File: config.mk
export PLATFORM = sky130hd
export DESIGN_NAME = pcap_top
export DESIGN_NICKNAME = d
export VERILOG_FILES = /design/src/rtl/pcap_pkg.sv /design/src/rtl/pcap_sync.sv /design/src/rtl/pcap_pacer.sv /design/src/rtl/pcap_fifo.sv /design/src/rtl/pcap_top.sv
export SDC_FILE = /design/constraint.sdc
export NUM_CORES = 1
export LEC_CHECK = 0
export ABC_AREA = 1
export CAP_MARGIN = 30
export CORE_MARGIN = 2
export CORE_UTILIZATION = 60
export DETAILED_ROUTE_END_ITERATION = 10
export GPL_ROUTABILITY_DRIVEN = 1
export PLACE_DENSITY_LB_ADDON = 0.12
export SYNTH_ARGS = -nofsm -noshare
export SYNTH_HDL_FRONTEND = slang
export SYNTH_SLANG_ARGS = --single-unit
File: constraint.sdc
create_clock -name clk -period 5 [get_ports clk]
set_input_delay 1.5 -clock clk [delete_from_list [all_inputs] [get_ports clk]]
set_output_delay 1.5 -clock clk [all_outputs]
set_load 0.01 [all_outputs]
File: src/rtl/pcap_pkg.sv
// Shared types and helpers for the parallel input capture controller.
// Assumes a 32-bit stored word made of two 16-bit port halves.
package pcap_pkg;
    localparam int HALF_W = 16;
    localparam int WORD_W = 2 * HALF_W;
    localparam int BYTE_W = 8;
    localparam int DIV_W  = 16;

    localparam logic [1:0] ADDR_CTRL  = 2'd0;
    localparam logic [1:0] ADDR_DIV   = 2'd1;
    localparam logic [1:0] ADDR_LEVEL = 2'd2;

    localparam int BIT_CLEAR = 9;
    localparam int BIT_OVR   = 10;
    localparam int BIT_FULL  = 11;
    localparam int BIT_EMPTY = 12;
    localparam int CFG_W     = 9;

    typedef enum logic [1:0] {
        SRC_PACER  = 2'd0,
        SRC_STROBE = 2'd1,
        SRC_HSHK   = 2'd2,
        SRC_NONE   = 2'd3
    } src_e;

    typedef enum logic [1:0] {
        WID_8   = 2'd0,
        WID_16  = 2'd1,
        WID_32  = 2'd2,
        WID_32B = 2'd3
    } wid_e;

    // Packed so that bit 0 is enable and bit 8 is ack polarity.
    typedef struct packed {
        logic ack_pol;
        logic trg_pol;
        logic req_pol;
        wid_e width;
        logic trig_wait;
        src_e source;
        logic enable;
    } cfg_t;

    // Map the raw two-half port word into the stored word per width mode.
    function automatic logic [WORD_W-1:0] pack_word(wid_e w, logic [WORD_W-1:0] d);
        case (w)
            WID_8:   pack_word = {{(WORD_W-BYTE_W){1'b0}}, d[BYTE_W-1:0]};
            WID_16:  pack_word = {{(WORD_W-HALF_W){1'b0}}, d[HALF_W-1:0]};
            default: pack_word = d;
        endcase
    endfunction
endpackage

File: src/rtl/pcap_sync.sv
// Two-flop synchroniser for N asynchronous control lines, plus a matching
// two-stage delay of the data port, so a word stays aligned with its strobe.
// Assumes the data is held stable around the strobe by the sender.
module pcap_sync #(
    parameter int N_CTRL = 2,
    parameter int DW     = 32
) (
    input  logic              clk,
    input  logic              rst_n,
    input  logic [N_CTRL-1:0] ctrl_in,
    input  logic [DW-1:0]     data_in,
    output logic [N_CTRL-1:0] ctrl_s,
    output logic [DW-1:0]     data_s
);
    logic [DW-1:0] data_d1;

    genvar i;
    generate
        for (i = 0; i < N_CTRL; i++) begin : g_line
            logic meta;
            // Two-flop chain for one control line.
            always_ff @(posedge clk) begin
                if (!rst_n) begin
                    meta      <= 1'b0;
                    ctrl_s[i] <= 1'b0;
                end else begin
                    meta      <= ctrl_in[i];
                    ctrl_s[i] <= meta;
                end
            end
        end
    endgenerate

    // Data delay matching the control synchroniser depth.
    always_ff @(posedge clk) begin
        if (!rst_n) begin
            data_d1 <= '0;
            data_s  <= '0;
        end else begin
            data_d1 <= data_in;
            data_s  <= data_d1;
        end
    end
endmodule

File: src/rtl/pcap_pacer.sv
// Internal sample pacer: one tick every max(divisor,2) clocks while run is high.
// Assumes the counter restarts from zero whenever run drops.
module pcap_pacer #(
    parameter int CW = 16
) (
    input  logic          clk,
    input  logic          rst_n,
    input  logic          run,
    input  logic [CW-1:0] divisor,
    output logic          tick
);
    localparam logic [CW-1:0] MIN_DIV = CW'(2);

    logic [CW-1:0] cnt;
    logic [CW-1:0] last;

    assign last = ((divisor < MIN_DIV) ? MIN_DIV : divisor) - CW'(1);
    assign tick = run && (cnt >= last);

    // Free count within the period, cleared when idle.
    always_ff @(posedge clk) begin
        if (!rst_n || !run) cnt <= '0;
        else if (tick)      cnt <= '0;
        else                cnt <= cnt + CW'(1);
    end
endmodule

File: src/rtl/pcap_fifo.sv
// Show-ahead receive FIFO with behavioural storage and synchronous clear.
// Assumes DEPTH is a power of two; push when full and pop when empty are ignored.
module pcap_fifo #(
    parameter int DW    = 32,
    parameter int DEPTH = 16,
    parameter int AW    = $clog2(DEPTH)
) (
    input  logic          clk,
    input  logic          rst_n,
    input  logic          clr,
    input  logic          push,
    input  logic [DW-1:0] wdata,
    input  logic          pop,
    output logic [DW-1:0] rdata,
    output logic          full,
    output logic          empty,
    output logic [AW:0]   level
);
    logic [DW-1:0] mem [DEPTH];
    logic [AW-1:0] wr_ptr, rd_ptr;
    logic          do_push, do_pop;

    assign full    = (level == (AW+1)'(DEPTH));
    assign empty   = (level == '0);
    assign do_push = push && !full;
    assign do_pop  = pop && !empty;
    assign rdata   = mem[rd_ptr];

    // Storage write.
    always_ff @(posedge clk) begin
        if (do_push) mem[wr_ptr] <= wdata;
    end

    // Pointer and level bookkeeping; clear has priority.
    always_ff @(posedge clk) begin
        if (!rst_n || clr) begin
            wr_ptr <= '0;
            rd_ptr <= '0;
            level  <= '0;
        end else begin
            if (do_push) wr_ptr <= wr_ptr + AW'(1);
            if (do_pop)  rd_ptr <= rd_ptr + AW'(1);
            case ({do_push, do_pop})
                2'b10:   level <= level + (AW+1)'(1);
                2'b01:   level <= level - (AW+1)'(1);
                default: level <= level;
            endcase
        end
    end
endmodule

File: src/rtl/pcap_top.sv
// Parallel input capture controller: selects a sample source, gates the
// start on an optional trigger edge, packs the port word and pushes it into
// the receive FIFO, flagging overrun. Register writes are single strobes.
module pcap_top
    import pcap_pkg::*;
#(
    parameter int DEPTH = 16,
    parameter int LW    = $clog2(DEPTH) + 1
) (
    input  logic               clk,
    input  logic               rst_n,
    input  logic               reg_we,
    input  logic [1:0]         reg_addr,
    input  logic [WORD_W-1:0]  reg_wdata,
    output logic [WORD_W-1:0]  reg_rdata,
    input  logic [HALF_W-1:0]  din_lo,
    input  logic [HALF_W-1:0]  din_hi,
    input  logic               req_in,
    input  logic               trg_in,
    output logic               ack_out,
    input  logic               pop,
    output logic [WORD_W-1:0]  pop_data,
    output logic               pop_valid
);
    localparam int IDX_REQ = 0;
    localparam int IDX_TRG = 1;
    localparam int N_CTRL  = 2;

    cfg_t              cfg;
    logic [DIV_W-1:0]  divisor;
    logic              overrun;
    logic              armed;
    logic              hs_ack;

    logic [N_CTRL-1:0] ctrl_s, ctrl_prev;
    logic [WORD_W-1:0] data_s;
    logic              req_lvl, req_edge, trg_edge;
    logic              ctrl_wr, clear_cmd, ovr_clr;
    logic              pacer_tick, sample_evt, push;
    logic              fifo_full, fifo_empty;
    logic [LW-1:0]     fifo_level;
    logic              unused_wdata;

    assign unused_wdata = ^{reg_wdata[WORD_W-1:BIT_EMPTY+1], reg_wdata[BIT_EMPTY:BIT_FULL]};

    // Synchronise control lines and delay data to match.
    pcap_sync #(.N_CTRL(N_CTRL), .DW(WORD_W)) u_sync (
        .clk     (clk),
        .rst_n   (rst_n),
        .ctrl_in ({trg_in, req_in}),
        .data_in ({din_hi, din_lo}),
        .ctrl_s  (ctrl_s),
        .data_s  (data_s)
    );

    // Previous synchronised levels for edge detection.
    always_ff @(posedge clk) begin
        if (!rst_n) ctrl_prev <= '0;
        else        ctrl_prev <= ctrl_s;
    end

    assign req_lvl  = ctrl_s[IDX_REQ] ^ cfg.req_pol;
    assign req_edge = cfg.req_pol ? (!ctrl_s[IDX_REQ] && ctrl_prev[IDX_REQ])
                                  : (ctrl_s[IDX_REQ] && !ctrl_prev[IDX_REQ]);
    assign trg_edge = cfg.trg_pol ? (!ctrl_s[IDX_TRG] && ctrl_prev[IDX_TRG])
                                  : (ctrl_s[IDX_TRG] && !ctrl_prev[IDX_TRG]);

    assign ctrl_wr   = reg_we && (reg_addr == ADDR_CTRL);
    assign clear_cmd = ctrl_wr && reg_wdata[BIT_CLEAR];
    assign ovr_clr   = ctrl_wr && reg_wdata[BIT_OVR];

    // Configuration and divisor registers.
    always_ff @(posedge clk) begin
        if (!rst_n) begin
            cfg     <= '0;
            divisor <= DIV_W'(2);
        end else if (reg_we) begin
            if (reg_addr == ADDR_CTRL) cfg     <= cfg_t'(reg_wdata[CFG_W-1:0]);
            if (reg_addr == ADDR_DIV)  divisor <= reg_wdata[DIV_W-1:0];
        end
    end

    // Start gating: arm on enable, or on the trigger edge in wait mode.
    always_ff @(posedge clk) begin
        if (!rst_n || !cfg.enable)                       armed <= 1'b0;
        else if (!armed && (!cfg.trig_wait || trg_edge)) armed <= 1'b1;
    end

    pcap_pacer #(.CW(DIV_W)) u_pacer (
        .clk     (clk),
        .rst_n   (rst_n),
        .run     (armed && (cfg.source == SRC_PACER)),
        .divisor (divisor),
        .tick    (pacer_tick)
    );

    // Handshake acknowledge: assert with a capture, release after request drops.
    always_ff @(posedge clk) begin
        if (!rst_n || !armed || (cfg.source != SRC_HSHK)) hs_ack <= 1'b0;
        else if (!hs_ack) hs_ack <= req_lvl && !fifo_full;
        else              hs_ack <= req_lvl;
    end

    // Sample event from the selected source.
    always_comb begin
        case (cfg.source)
            SRC_PACER:  sample_evt = pacer_tick;
            SRC_STROBE: sample_evt = armed && req_edge;
            SRC_HSHK:   sample_evt = armed && !hs_ack && req_lvl && !fifo_full;
            default:    sample_evt = 1'b0;
        endcase
    end

    assign push    = sample_evt && !fifo_full;
    assign ack_out = hs_ack ^ cfg.ack_pol;

    // Sticky overrun: set by a dropped sample, cleared by write-one.
    always_ff @(posedge clk) begin
        if (!rst_n)                        overrun <= 1'b0;
        else if (sample_evt && fifo_full)  overrun <= 1'b1;
        else if (ovr_clr)                  overrun <= 1'b0;
    end

    pcap_fifo #(.DW(WORD_W), .DEPTH(DEPTH)) u_fifo (
        .clk   (clk),
        .rst_n (rst_n),
        .clr   (clear_cmd),
        .push  (push),
        .wdata (pack_word(cfg.width, data_s)),
        .pop   (pop),
        .rdata (pop_data),
        .full  (fifo_full),
        .empty (fifo_empty),
        .level (fifo_level)
    );

    assign pop_valid = !fifo_empty;

    // Register read mux.
    always_comb begin
        reg_rdata = '0;
        case (reg_addr)
            ADDR_CTRL: begin
                reg_rdata[CFG_W-1:0] = cfg;
                reg_rdata[BIT_OVR]   = overrun;
                reg_rdata[BIT_FULL]  = fifo_full;
                reg_rdata[BIT_EMPTY] = fifo_empty;
            end
            ADDR_DIV:   reg_rdata[DIV_W-1:0] = divisor;
            ADDR_LEVEL: reg_rdata[LW-1:0]    = fifo_level;
            default:    reg_rdata = '0;
        endcase
    end
endmodule

==> results.cfg <==
[run_status]
outcome = finished clean

[setup_path]
crit_type = input pin to output port
worstPathCellList = clkdlybuf4s50_1, nand2_2, o21ai_0, clkdlybuf4s50_1
crit_top_cell = clkdlybuf4s50_1
cpMaxStageDelayCell = clkdlybuf4s50_1
critical_path_buf_inv_count = 2
crit_fanout = 17
cp-end-kind = output port
cp_num_cells = 4
path_delay_family = buffers and inverters
start_kind = input pin
cp.required_ps = 3500
cp.arrival_ps = 3230
slowest_delay_ps = 590
rr_worst_depth = 29
r2r_setup_slack_ps = 480

[routing]
drt_first_pass_iters = 5
num_vias = 16300
routedWlPerCell_um = 20.2
drt_iter0_drc = 1710
ant_nets = 0
drt-vias-per-instance = 5.66
drc_errors = 0
drt-total-wl_um = 58000

[layout]
area_growth_pct = 14.1
n_antenna_cell = 0
drive_gt1_share_pct = 8.46
finalNonFillerCells = 2877
fillers = 3053
nets = 2338
final_area_um2 = 30100

[synth]
syn_area_um2 = 26300
syn_area_per_cell_um2 = 12.3
synth_edf_count = 512
synth_xor_area_share_pct = 0.798
synth_compound_area_share_pct = 10.9
ys.flop_type = edfxtp_1
synth_cell_types = 47
synth_mux_area_share_pct = 4.90
synth-adder-area-share_pct = 1.23
synthCells = 2143
ys_ff_latch = 643
seq_area_frac_synth_pct = 68.3
synth_top_family_by_area = compound AO/OA/AOI/OAI gates
yosys.area_share.simple_pct = 6.77
yosysWarnings = 0
synth-async-reset-ratio_pct = 0

[cts]
htree_levels = 2
cts_tree = yes
cts.sinks = 643
clock-root-buffer = clkbuf_16
clk_pin_slew_ps = 60
clock_latency_ps = 620
cts_made_buffers = 60
clockBufferDepth = 3
cts_setup_buffers = 0

[sta]
period_share_pct = 94.6
final_hold_viol_count = 0
setup_tns_ps = 0
relSlewSlack_pct = 24.1
finalSetupViolCount = 0
tightest_slew_ps = 1130
maxSlewViolCount = 0
max_freq_mhz = 211
worst_clock_skew_ps = 31.0
rsz0062_at_grt = no
min_period_ps = 4730

[power_and_ir_drop]
switching_share_pct = 25.0
p_int_uw = 9150
vdd_drop_max_mv = 0.333
power_density_nw_per_um2 = 405
power_switching_uw = 3040
power_uw = 12200
power_frac_seq_pct = 48.2
p_leak_uw = 0.0112
pwr-share-clk_pct = 37.1
comb_power_share_pct = 14.7

[global_routing]
grt_max_degree = 106
antenna_found_initial = 0
grt_pass1_wl_um = 87300
grt_pass1_vias = 15500
gr-total-overflow = 0
track_usage_pct = 25.5

[die]
dieArea_um2 = 45600
die_w_um = 214
coreArea_um2 = 43200
num_rows = 76
dieHeight_um = 214
ios = 138
initial_core_util_pct = 61.0

[placement]
portBuffers = 105
placedCellCount = 2763
hpwl_um = 32000
place_congestion = 0.858
placed_area_um2 = 28100

[flow_run]
drv_cap = 0

[min_path]
min_delay_path_depth = 2
hold_class = flop to flop
-- worst min-delay path, delay by kind of cell (launching register included) --
family	cells	cell delay, ps
simple gates	1	40
buf+inv	1	40
flops	1	300
-- cell usage in the layout, fill, tap and decap left out, drive strengths merged, types with 3 or more instances in the layout --
cell type,instances
o221ai,5
bufinv,4
conb,16
o21ai,190
buf,42
a21oi,170
clkdlybuf4s50,104
nand4,11
ha,26
xnor2,7
nand2,212
o211ai,130
nor3b,4
nor3,13
nor2,91
mux2i,129
inv,293
clkbuf,84
nand3,60
o22ai,3
dfxtp,131
clkinv,28
xor2,17
edfxtp,512
-- stage by stage --
step	hold slack [ps]	worst slack (ps)	utilization (%)
final	381	270	69.7
after floorplan	390	463	-
after detailed placement	397	286	65.0
after CTS	385	277	69.6
after global routing	417	38.8	69.7
after global placement	392	305	65.0
-- worst paths after layout --
check                      from           endpoint
min reg2reg  u_sync.data_d1[22]  u_sync.data_s[22]
max reg2reg          divisor[7]    u_fifo.level[4]
max                 reg_addr[0]       reg_rdata[8]
min          u_sync.data_d1[22]  u_sync.data_s[22]
-- flip-flops by register name, indices dropped and copies added, names as in the netlist, named ones only --
name / count
overrun: 1
divisor: 16
hs_ack: 1
u_sync.data_d1: 32
armed: 1
u_fifo.wr_ptr: 4
u_fifo.level: 5
u_sync.g_line.meta: 2
u_sync.ctrl_s: 2
u_fifo.mem: 512
u_pacer.cnt: 16
ctrl_prev: 2
cfg: 9
u_sync.data_s: 32
u_fifo.rd_ptr: 4
-- routing by layer --
metal  share of wire, %  GRT usage (%)  wire (um)  vias to the layer above
li1                   -              -          -                     7709
met1                 44           37.1      25600                     7905
met2                 46           40.0      26700                      586
met3                7.2           4.04       4200                       97
met4                2.6           8.21       1500                        0
met5                  0              0          0                        -
-- synthesized netlist by cell type (all sizes together) (4+ instances only) --
cell,instances,area [um^2]
nand4,11,83.8
edfxtp,512,15400
xnor2,7,61.3
nor2,91,379
nor3,13,86.3
nand3,60,305
ha,26,325
o211ai,130,976
nor3b,4,40.0
inv,293,1100
buf,57,485
clkbuf,69,259
a21oi,170,851
nand2,212,851
xor2,17,149
dfxtp,131,2620
o21ai,190,958
o221ai,5,43.8
mux2i,129,1290
-- power groups by stage --
stage               Sequential, uW  Combinational, uW  Clock (uW)
floorplan                     5930               1380           0
global placement              5990               1740           0
detailed placement            5990               1780           0
CTS                           5880               1790        4570
global route                  5880               1970        4780
finish                        5880               1790        4520
-- cell families after synthesis --
| group | after synthesis |
|---|---|
| other cells | 1 |
| simple gates | 396 |
| mux | 129 |
| buf+inv | 422 |
| xor+xnor | 24 |
| compound gates | 502 |
| flops | 643 |
| fa+ha+maj | 26 |
-- cell type report --
| cell class | count | area [um^2] | area share, % |
|---|---|---|---|
| Clock buffer | 84 | 1710 | 5.70 |
| Clock inverter | 30 | 272 | 0.903 |
| Inverter | 296 | 1120 | 3.73 |
| Multi-Input combinational cell | 1093 | 6670 | 22.2 |
| Sequential cell | 643 | 18000 | 59.9 |
| Tap cell | 585 | 732 | 2.43 |
| Timing Repair Buffer | 146 | 1550 | 5.16 |
-- timing repair --
action	4_1_cts	5_1_grt
setup endpoints to repair	0	1
gates resized for setup	0	1
hold buffers	0	0
Note: power is estimated with default switching activity, not from simulation.
